$ cat config.mk
export PLATFORM = sky130hd
export DESIGN_NAME = gpio_irq_bank
export DESIGN_NICKNAME = d
export VERILOG_FILES = /design/src/rtl/gpio_bank_pkg.sv /design/src/rtl/gpio_sync.sv /design/src/rtl/gpio_irq_detect.sv /design/src/rtl/gpio_port.sv /design/src/rtl/gpio_irq_bank.sv
export SDC_FILE = /design/constraint.sdc
export NUM_CORES = 1
export LEC_CHECK = 0
export BUFFER_PORTS_ARGS = -buffer_cell sky130_fd_sc_hd__buf_4
export CORE_UTILIZATION = 42
export DETAILED_ROUTE_END_ITERATION = 6
export PLACE_DENSITY_LB_ADDON = 0.25
export REMOVE_ABC_BUFFERS = 1
export SLEW_MARGIN = 5
export SYNTH_ARGS = -nofsm -noshare
export SYNTH_HDL_FRONTEND = slang
export SYNTH_HIERARCHICAL = 1
export SYNTH_SLANG_ARGS = --single-unit
$ cat constraint.sdc
create_clock -name clk -period 3.66 [get_ports clk]
set_input_delay 1.098 -clock clk [delete_from_list [all_inputs] [get_ports clk]]
set_output_delay 1.098 -clock clk [all_outputs]
set_load 0.03 [all_outputs]
$ cat src/rtl/gpio_bank_pkg.sv
package gpio_bank_pkg;

   // Register group selected by word address bits [6:4]
   typedef enum logic [2:0] {
      GRP_CFG  = 3'd0,
      GRP_OE   = 3'd1,
      GRP_DOUT = 3'd2,
      GRP_IN   = 3'd3,
      GRP_STAT = 3'd4,
      GRP_IEN  = 3'd5,
      GRP_LVL  = 3'd6,
      GRP_CLR  = 3'd7
   } grp_e;

   // Spacing of the polarity / edge / both-edge fields in the trigger-mode word
   localparam int unsigned LVL_FIELD = 8;
   localparam int unsigned BUS_W     = 32;
   localparam int unsigned MAX_PORTS = 4;

endpackage

$ cat src/rtl/gpio_sync.sv
module gpio_sync #(
   parameter int unsigned W      = 32,
   parameter int unsigned STAGES = 2
) (
   input  logic         clk,
   input  logic         rst_n,
   input  logic [W-1:0] d,
   output logic [W-1:0] q
);

   if (STAGES < 2) begin : g_bad_stages
      $error("gpio_sync: STAGES must be at least 2");
   end

   logic [STAGES-1:0][W-1:0] chain;

   always_ff @(posedge clk) begin
      if (!rst_n) begin
         chain <= '0;
      end else begin
         chain <= {chain[STAGES-2:0], d};
      end
   end

   assign q = chain[STAGES-1];

endmodule

$ cat src/rtl/gpio_irq_detect.sv
module gpio_irq_detect #(
   parameter int unsigned PINS = 8
) (
   input  logic [PINS-1:0] cur,
   input  logic [PINS-1:0] prev,
   input  logic [PINS-1:0] pol,
   input  logic [PINS-1:0] edg,
   input  logic [PINS-1:0] both,
   output logic [PINS-1:0] evt
);

   for (genvar i = 0; i < PINS; i++) begin : g_pin
      logic rise, fall, edge_hit, level_hit;
      assign rise      = cur[i] & ~prev[i];
      assign fall      = ~cur[i] & prev[i];
      assign edge_hit  = pol[i] ? rise : fall;
      assign level_hit = (cur[i] == pol[i]);
      // both-edge mode outranks the polarity and edge/level choice
      assign evt[i] = both[i] ? (rise | fall) :
                      edg[i]  ? edge_hit : level_hit;
   end

endmodule

$ cat src/rtl/gpio_port.sv
module gpio_port
   import gpio_bank_pkg::*;
#(
   parameter int unsigned PINS = 8
) (
   input  logic             clk,
   input  logic             rst_n,
   input  logic             wr_stb,
   input  grp_e             grp,
   input  logic [BUS_W-1:0] wdata,
   input  logic [PINS-1:0]  cur,
   output logic [PINS-1:0]  cfg,
   output logic [PINS-1:0]  oe,
   output logic [PINS-1:0]  dout,
   output logic [PINS-1:0]  ien,
   output logic [PINS-1:0]  status,
   output logic [BUS_W-1:0] rd_word
);

   logic [PINS-1:0] pol_q, edg_q, both_q;
   logic [PINS-1:0] prev_q;
   logic [PINS-1:0] evt;
   logic [PINS-1:0] clr_mask;

   gpio_irq_detect #(.PINS(PINS)) i_detect (
      .cur  (cur),
      .prev (prev_q),
      .pol  (pol_q),
      .edg  (edg_q),
      .both (both_q),
      .evt  (evt)
   );

   always_ff @(posedge clk) begin
      if (!rst_n) begin
         cfg    <= '0;
         oe     <= '0;
         dout   <= '0;
         ien    <= '0;
         pol_q  <= '0;
         edg_q  <= '0;
         both_q <= '0;
      end else if (wr_stb) begin
         case (grp)
            GRP_CFG:  cfg  <= wdata[PINS-1:0];
            GRP_OE:   oe   <= wdata[PINS-1:0];
            GRP_DOUT: dout <= wdata[PINS-1:0];
            GRP_IEN:  ien  <= wdata[PINS-1:0];
            GRP_LVL: begin
               pol_q  <= wdata[0*LVL_FIELD +: PINS];
               edg_q  <= wdata[1*LVL_FIELD +: PINS];
               both_q <= wdata[2*LVL_FIELD +: PINS];
            end
            default: ;
         endcase
      end
   end

   assign clr_mask = (wr_stb && grp == GRP_CLR) ? wdata[PINS-1:0] : '0;

   // history for edge detection, and sticky status with event priority
   always_ff @(posedge clk) begin
      if (!rst_n) begin
         prev_q <= '0;
         status <= '0;
      end else begin
         prev_q <= cur;
         status <= (status & ~clr_mask) | evt;
      end
   end

   always_comb begin
      rd_word = '0;
      case (grp)
         GRP_CFG:  rd_word[PINS-1:0] = cfg;
         GRP_OE:   rd_word[PINS-1:0] = oe;
         GRP_DOUT: rd_word[PINS-1:0] = dout;
         GRP_IN:   rd_word[PINS-1:0] = cur;
         GRP_STAT: rd_word[PINS-1:0] = status;
         GRP_IEN:  rd_word[PINS-1:0] = ien;
         GRP_LVL: begin
            rd_word[0*LVL_FIELD +: PINS] = pol_q;
            rd_word[1*LVL_FIELD +: PINS] = edg_q;
            rd_word[2*LVL_FIELD +: PINS] = both_q;
         end
         default:  rd_word = '0;
      endcase
   end

endmodule

$ cat src/rtl/gpio_irq_bank.sv
module gpio_irq_bank
   import gpio_bank_pkg::*;
#(
   parameter int unsigned NUM_PORTS   = 4,
   parameter int unsigned PINS        = 8,
   parameter int unsigned ADDR_W      = 8,
   parameter int unsigned SYNC_STAGES = 2,
   localparam int unsigned TOTAL      = NUM_PORTS * PINS
) (
   input  logic              clk,
   input  logic              rst_n,
   input  logic              bus_sel,
   input  logic              bus_we,
   input  logic [ADDR_W-1:0] bus_addr,
   input  logic [BUS_W-1:0]  bus_wdata,
   output logic [BUS_W-1:0]  bus_rdata,
   input  logic [TOTAL-1:0]  pin_in,
   output logic [TOTAL-1:0]  cfg_out,
   output logic [TOTAL-1:0]  oe_out,
   output logic [TOTAL-1:0]  dout_out,
   output logic              irq
);

   if (PINS < 1 || PINS > LVL_FIELD) begin : g_bad_pins
      $error("gpio_irq_bank: PINS must be 1..8");
   end
   if (NUM_PORTS < 1 || NUM_PORTS > MAX_PORTS) begin : g_bad_ports
      $error("gpio_irq_bank: NUM_PORTS must be 1..4");
   end
   if (ADDR_W < 8) begin : g_bad_addr
      $error("gpio_irq_bank: ADDR_W must be at least 8");
   end

   logic [TOTAL-1:0] pin_sync;
   logic [TOTAL-1:0] status_all;
   logic [TOTAL-1:0] ien_all;
   logic [BUS_W-1:0] rd_words [MAX_PORTS];
   logic [1:0]       port_idx;
   logic             mapped;
   logic             port_ok;
   grp_e             grp;

   assign port_idx = bus_addr[3:2];
   assign mapped   = (bus_addr[ADDR_W-1:7] == '0);
   assign port_ok  = (32'(port_idx) < NUM_PORTS);
   assign grp      = grp_e'(bus_addr[6:4]);

   gpio_sync #(.W(TOTAL), .STAGES(SYNC_STAGES)) i_sync (
      .clk   (clk),
      .rst_n (rst_n),
      .d     (pin_in),
      .q     (pin_sync)
   );

   for (genvar p = 0; p < MAX_PORTS; p++) begin : g_port
      if (p < NUM_PORTS) begin : g_live
         logic wr_stb;
         assign wr_stb = bus_sel && bus_we && mapped && (port_idx == 2'(p));
         gpio_port #(.PINS(PINS)) i_port (
            .clk     (clk),
            .rst_n   (rst_n),
            .wr_stb  (wr_stb),
            .grp     (grp),
            .wdata   (bus_wdata),
            .cur     (pin_sync[p*PINS +: PINS]),
            .cfg     (cfg_out[p*PINS +: PINS]),
            .oe      (oe_out[p*PINS +: PINS]),
            .dout    (dout_out[p*PINS +: PINS]),
            .ien     (ien_all[p*PINS +: PINS]),
            .status  (status_all[p*PINS +: PINS]),
            .rd_word (rd_words[p])
         );
      end else begin : g_absent
         assign rd_words[p] = '0;
      end
   end

   always_ff @(posedge clk) begin
      if (!rst_n) begin
         bus_rdata <= '0;
      end else if (bus_sel && !bus_we) begin
         bus_rdata <= (mapped && port_ok) ? rd_words[port_idx] : '0;
      end
   end

   assign irq = |(status_all & ien_all);

endmodule

### Word level (Yosys, flattened, before mapping)

Cells that the tools add are included.

| word-level totals | value |
|---|---|
| register bits | 384 |
| bits of input ports | 76 |
| logic and storage cells | 404 |

| cells by class | value |
|---|---|
| $lt $le $gt $ge | 1 |
| reduce and logical (&&, ||, !) cells | 35 |
| multiplexer cells | 112 |
| eq/ne operators | 42 |
| bitwise operators | 175 |

Operator list:

| operator | number |
|---|---|
| $pmux W8 S7 | 4 |
| $mux W1 | 96 |
| $mux W32 | 3 |
| $not A1 Y1 | 65 |
| $and A1 B1 Y1 | 64 |
| $bmux W32 S2 | 1 |
| $mux W16 | 4 |
| $reduce_and A2 Y1 | 20 |
| $and A32 B32 Y32 | 1 |
| $and A8 B8 Y8 | 4 |
| $eq A1 B1 Y1 | 32 |
| $mux W8 | 4 |
| $not A8 Y8 | 4 |
| $or A1 B1 Y1 | 32 |
| $or A8 B8 Y8 | 4 |
| $reduce_or A32 Y1 | 1 |
| $eq A3 B3 Y1 const B | 4 |
| $logic_and A1 B1 Y1 | 11 |
| $eq A3 B2 Y1 const B | 2 |
| $eq A2 B2 Y1 const B | 2 |
| $eq A3 B1 Y1 const B | 1 |
| $ge A3 B3 Y1 const B | 1 |
| $logic_not A3 Y1 | 1 |
| $not A2 Y3 | 1 |
| 3 further kinds | 3 |

### Depth between registers and ports, before layout

| logic depth | value |
|---|---|
| depth after elaboration | 8 |
| mapped depth | 9 |

### By module

The synthesis kept the hierarchy.

Modules (own cells, without submodules):

| module | instances | area an instance (um^2) | cells each |
|---|---|---|---|
| gpio_port at g_port[2].g_live.i_port ... | 2 | 3344.5 | 356 |
| gpio_port at g_port[0].g_live.i_port ... | 2 | 3337.0 | 356 |
| gpio_irq_detect | 4 | 680.7 | 72 |
| gpio_sync | 1 | 2031.9 | 166 |
| gpio_irq_bank | 1 | 1963.1 | 142 |

### Worst setup path after synthesis

Ideal clock, no wire load.

| timing | value |
|---|---|
| path kind | input to register |
| from | in bus_addr[3] |
| to | reg g_port[3].g_live.i_port.cfg[0] |
| arrival time | 2.867 ns |
| path slack | 0.676 ns |
| required time | 3.544 ns |
| stages on the path | 8 |
| cell sequence | clkbuf_1 > buf_2 > inv_1 > nor3_1 > or4b_1 > clkbuf_1 > nand2_1 > a21boi_1 |

| between the ends | value |
|---|---|
| longest elaborated chain between the ends | 3 |

Ends and longest elaborated chain:

| item | RTL line | source |
|---|---|---|
| start: declaration | gpio_irq_bank.sv:14 | `input logic [ADDR_W-1:0] bus_addr,` |
| $eq A2 B2 Y1 | gpio_irq_bank.sv:58 | `assign wr_stb = bus_sel && bus_we && mapped && (port_idx == 2'(p));` |
| $logic_and A1 B1 Y1 | gpio_irq_bank.sv:58 |  |
| named net g_port[3].g_live.wr_stb | gpio_irq_bank.sv:57 | `logic wr_stb;` |
| $reduce_and A2 Y1 (no line) | n/a |  |
| end signal: assignment | gpio_port.sv:45 | `GRP_CFG: cfg <= wdata[PINS-1:0];` |
| end: declaration | gpio_port.sv:12 | `output logic [PINS-1:0] cfg,` |

The timed path passes the listed nets, and every way through them passes these cells.
A chain may end at the register's enable or synchronous reset.

### Worst setup path after layout

| timing | value |
|---|---|
| from | reg g_port[0].g_live.i_port.status[4] |
| to | out irq |

| between the ends | value |
|---|---|
| longest elaborated chain between the ends | 2 |

Ends and longest elaborated chain:

| item | RTL line | source |
|---|---|---|
| start: declaration | gpio_port.sv:16 | `output logic [PINS-1:0] status,` |
| start signal: assignment | gpio_port.sv:68 | `status <= (status & ~clr_mask) \| evt;` |
| $and A32 B32 Y32 | gpio_irq_bank.sv:86 | `assign irq = \|(status_all & ien_all);` |
| $reduce_or A32 Y1 | gpio_irq_bank.sv:86 |  |
| end: declaration | gpio_irq_bank.sv:21 | `output logic irq` |

Every way passes these cells.

==> flow_summary.ini <==
[grt]
grtUsageMet1_pct = 34.8
grt_use_total_pct = 25.0
grt_start_max_net_pins = 218
overflow = 0
use_met3_pct = 4.27
gr-max-usage-layer = met2
grt_pass1_vias = 15000
grt_pass1_wl_um = 91800
antenna_found_initial = 1
grt_util_met2_pct = 40.0

[finish]
num_antenna_cells = 0
drive_above_1_share_pct = 25.9
multi_input_area_um2 = 11000
register_area_um2 = 7690
nets = 2284
nFillCells = 4350
post-route-util_pct = 49.4
areaGrowthSynthToFinish_pct = 15.2

[setup_path]
cp_cell_sequence = a22oi_1 -> nand4_1 -> or4_1 -> buf_4
slowest_delay_ns = 0.66
crit_path_start_kind = flop
crit_fanout = 3
slowest_stage = or4_1
cp.required_ns = 2.56
worstPathArrival_ns = 2.30
reg2reg_depth = 5
critical_path_class = reg -> out
endpoint_kind = output pin

[die]
dieWidth_um = 221
start_util_pct = 42.9
rows = 79
die_h_um = 221
dieArea_um2 = 48700
io_pins = 205
core_um2 = 46900

[synthesis]
synth_common_cells = 384 x dfxtp_1, 344 x nand2_1, 112 x a21boi_0
synth-xor-area-share_pct = 0
syn_area_um2 = 20100
ys_ff_latch = 384
synth_most_common_cell = dfxtp_1
synthCells = 2020
synthArstFlopShare_pct = 0
synth_top_family_by_area = simple AND/OR/NAND/NOR gates
syn_area_per_cell_um2 = 9.94
synth_fa_ha_area_share_pct = 3.99
yosys_most_used_dff = dfxtp_1
synth.top_cells.by_area = dfxtp_1 38%, nand2_1 6.4%, mux2i_1 4.8%, mux4_2 4.6%, a21boi_0 4.2%
ys_warn_count = 6
yosys.area.top_type = dfxtp_1
synth-edff-count = 0
synth_mux_area_share_pct = 13.1
ys_types = 46
yosysTopAreaCellShare_pct = 38.3
ys_seq_area_share_pct = 38.3
synth-simple-area-share_pct = 19.1
synth_compound_area_share_pct = 17.9

[clock_network]
cts.sinks = 384
clockBufferDepth = 3
cts_resized = 0
tritoncts = built
htree_num_levels = 2
cts_buffers = 44
cts.clk_slew.worst_paths_ns = 0.06
cts_hold_buf = 0
post-cts-setup-buffers = 0
clockRootBuffer = clkbuf_16
insertion_delay_ns = 0.58

[power]
p_total_uw = 9720
p_per_area_nw_per_um2 = 420
power.share.sequential_pct = 44.6
switching_share_pct = 23.6
peakVddDrop_v = 0.000286
leakage_uw = 0.00859
clkPwrFrac_pct = 48.0
netSwitchingPower_uw = 2290
p_int_uw = 7430
combPwrFrac_pct = 7.4

[route]
route.vias.total = 15500
wl_per_cell_um = 21.9
dr.pass1.iters = 7
ant_nets = 0
drt_wl_total_um = 60900
drt-initial-drc-count = 1263
drc_errors = 14
vias_per_cell = 5.56

[min_path]
hp-class = reg -> reg
whs_path_depth = 1

[sta]
max_clock_freq_mhz = 294
min_period_over_period_pct = 92.9
hold_violations = 0
relSlewSlack_pct = 41.7
max_slew.worst_pin.slew_ns = 0.871
maxSlewViolCount = 0
clock_skew_ns = 0.0165
final-setup-viol-count = 0
rsz0062_at_grt = false
finalCriticalPeriod_ns = 3.40

[placed_design]
portBuffers = 194
gp_congestion = 0.921
dp_hpwl_um = 43300

[outcome]
failed_checks = design-rule violations
status = complete, but fails checks

[job]
cap_violations = 0
-- logic make-up (layout without fill, tap and decap cells) --
kind of cell               count (synthesis)  in the layout
DFF                                      384            384
AOI/OAI and AO/OA                        417            417
buffers and inverters                    264            393
and+or+nand+nor                          703            703
muxes                                    184            184
adders and majority gates                 64             64
other                                      4             32
-- power by group through the flow --
stage               Clock (uW)  Sequential, uW  Combinational [uW]
finish                    4660            4340                 718
global route              4910            4340                 772
CTS                       4740            4330                 713
detailed placement           0            4430                 711
global placement             0            4420                 693
floorplan                    0            4400                 337
-- worst paths after layout --
check,startpoint,end,slack [ns]
setup / recovery,g_port[0].g_live.i_port/status[4],irq,0.26
hold / removal,i_sync/chain[0],i_sync/q[0],0.44
setup reg to reg,g_port[3].g_live.i_port/cfg[0],bus_rdata[0],1.52
hold reg to reg,i_sync/chain[0],i_sync/q[0],0.44
-- worst max-delay path, delay by kind of cell, from the launching register on --
family | cells | cell delay (ns)
flops | 1 | 0.33
compound gates | 1 | 0.34
simple gates | 2 | 0.82
buf+inv | 1 | 0.23
-- cell type report --
type	count	area share, %
multi-input cells	1400	47.6
flip-flops and latches	384	33.2
repair buffers	239	8.05
clock buffers	60	5.50
well taps	607	3.28
inverters	75	1.22
clock inverters	19	1.10
-- flip-flops by register name, summed over array words and instances (netlist names) --
| register | count |
|---|---|
| bus_rdata | 32 |
| g_port.g_live.i_port/both_q | 32 |
| g_port.g_live.i_port/cfg | 32 |
| g_port.g_live.i_port/dout | 32 |
| g_port.g_live.i_port/edg_q | 32 |
| g_port.g_live.i_port/ien | 32 |
| g_port.g_live.i_port/oe | 32 |
| g_port.g_live.i_port/pol_q | 32 |
| g_port.g_live.i_port/prev_q | 32 |
| g_port.g_live.i_port/status | 32 |
| i_sync/chain | 32 |
| i_sync/q | 32 |
-- routing by layer --
layer  vias to the layer above  part of all wire [%]
met3                        97                   7.4
li1                       7233                     -
met5                         -                 0.028
met1                      7593                    45
met2                       567                    45
met4                         2                   2.4
-- through the flow --
| step | worst slack, ns | cells | setup TNS, ns | hold WS (ns) | instance area (um2) |
|---|---|---|---|---|---|
| 4_1_cts | 0.272 | 2784 | 0 | 0.445 | 23100 |
| 3_3_place_gp | 0.340 | 2705 | 0 | 0.432 | 21600 |
| 5_1_grt | 0.206 | 2784 | 0 | 0.454 | 23100 |
| 2_1_floorplan | -0.236 | 1859 | -4.35 | 0.426 | 19000 |
| 3_5_place_dp | 0.286 | 2705 | 0 | 0.432 | 21600 |
| 6_report | 0.259 | 2784 | 0 | 0.442 | 23100 |
-- cells in the final DEF (no fill, tap or decap), types with 8 or more instances in the layout --
master     instances
a2111oi_2         32
a21boi_0         112
a21boi_1          80
a221oi_1          16
a221oi_2          32
a22o_1            32
a22oi_1           40
a32oi_1            8
and2_1            96
and2_2            64
and4b_1            8
and4bb_2           8
buf_4            233
clkbuf_16         45
clkbuf_8          10
clkinv_2          10
conb_1            32
dfxtp_1          384
ha_1              64
inv_1             75
mux2_2            32
mux2i_1           96
mux4_1            15
mux4_2            41
nand2_1          344
nor2_2            32
nor2b_1          108
o21a_1            32
o21ai_0           28
Power figures use the tool's default switching activity.
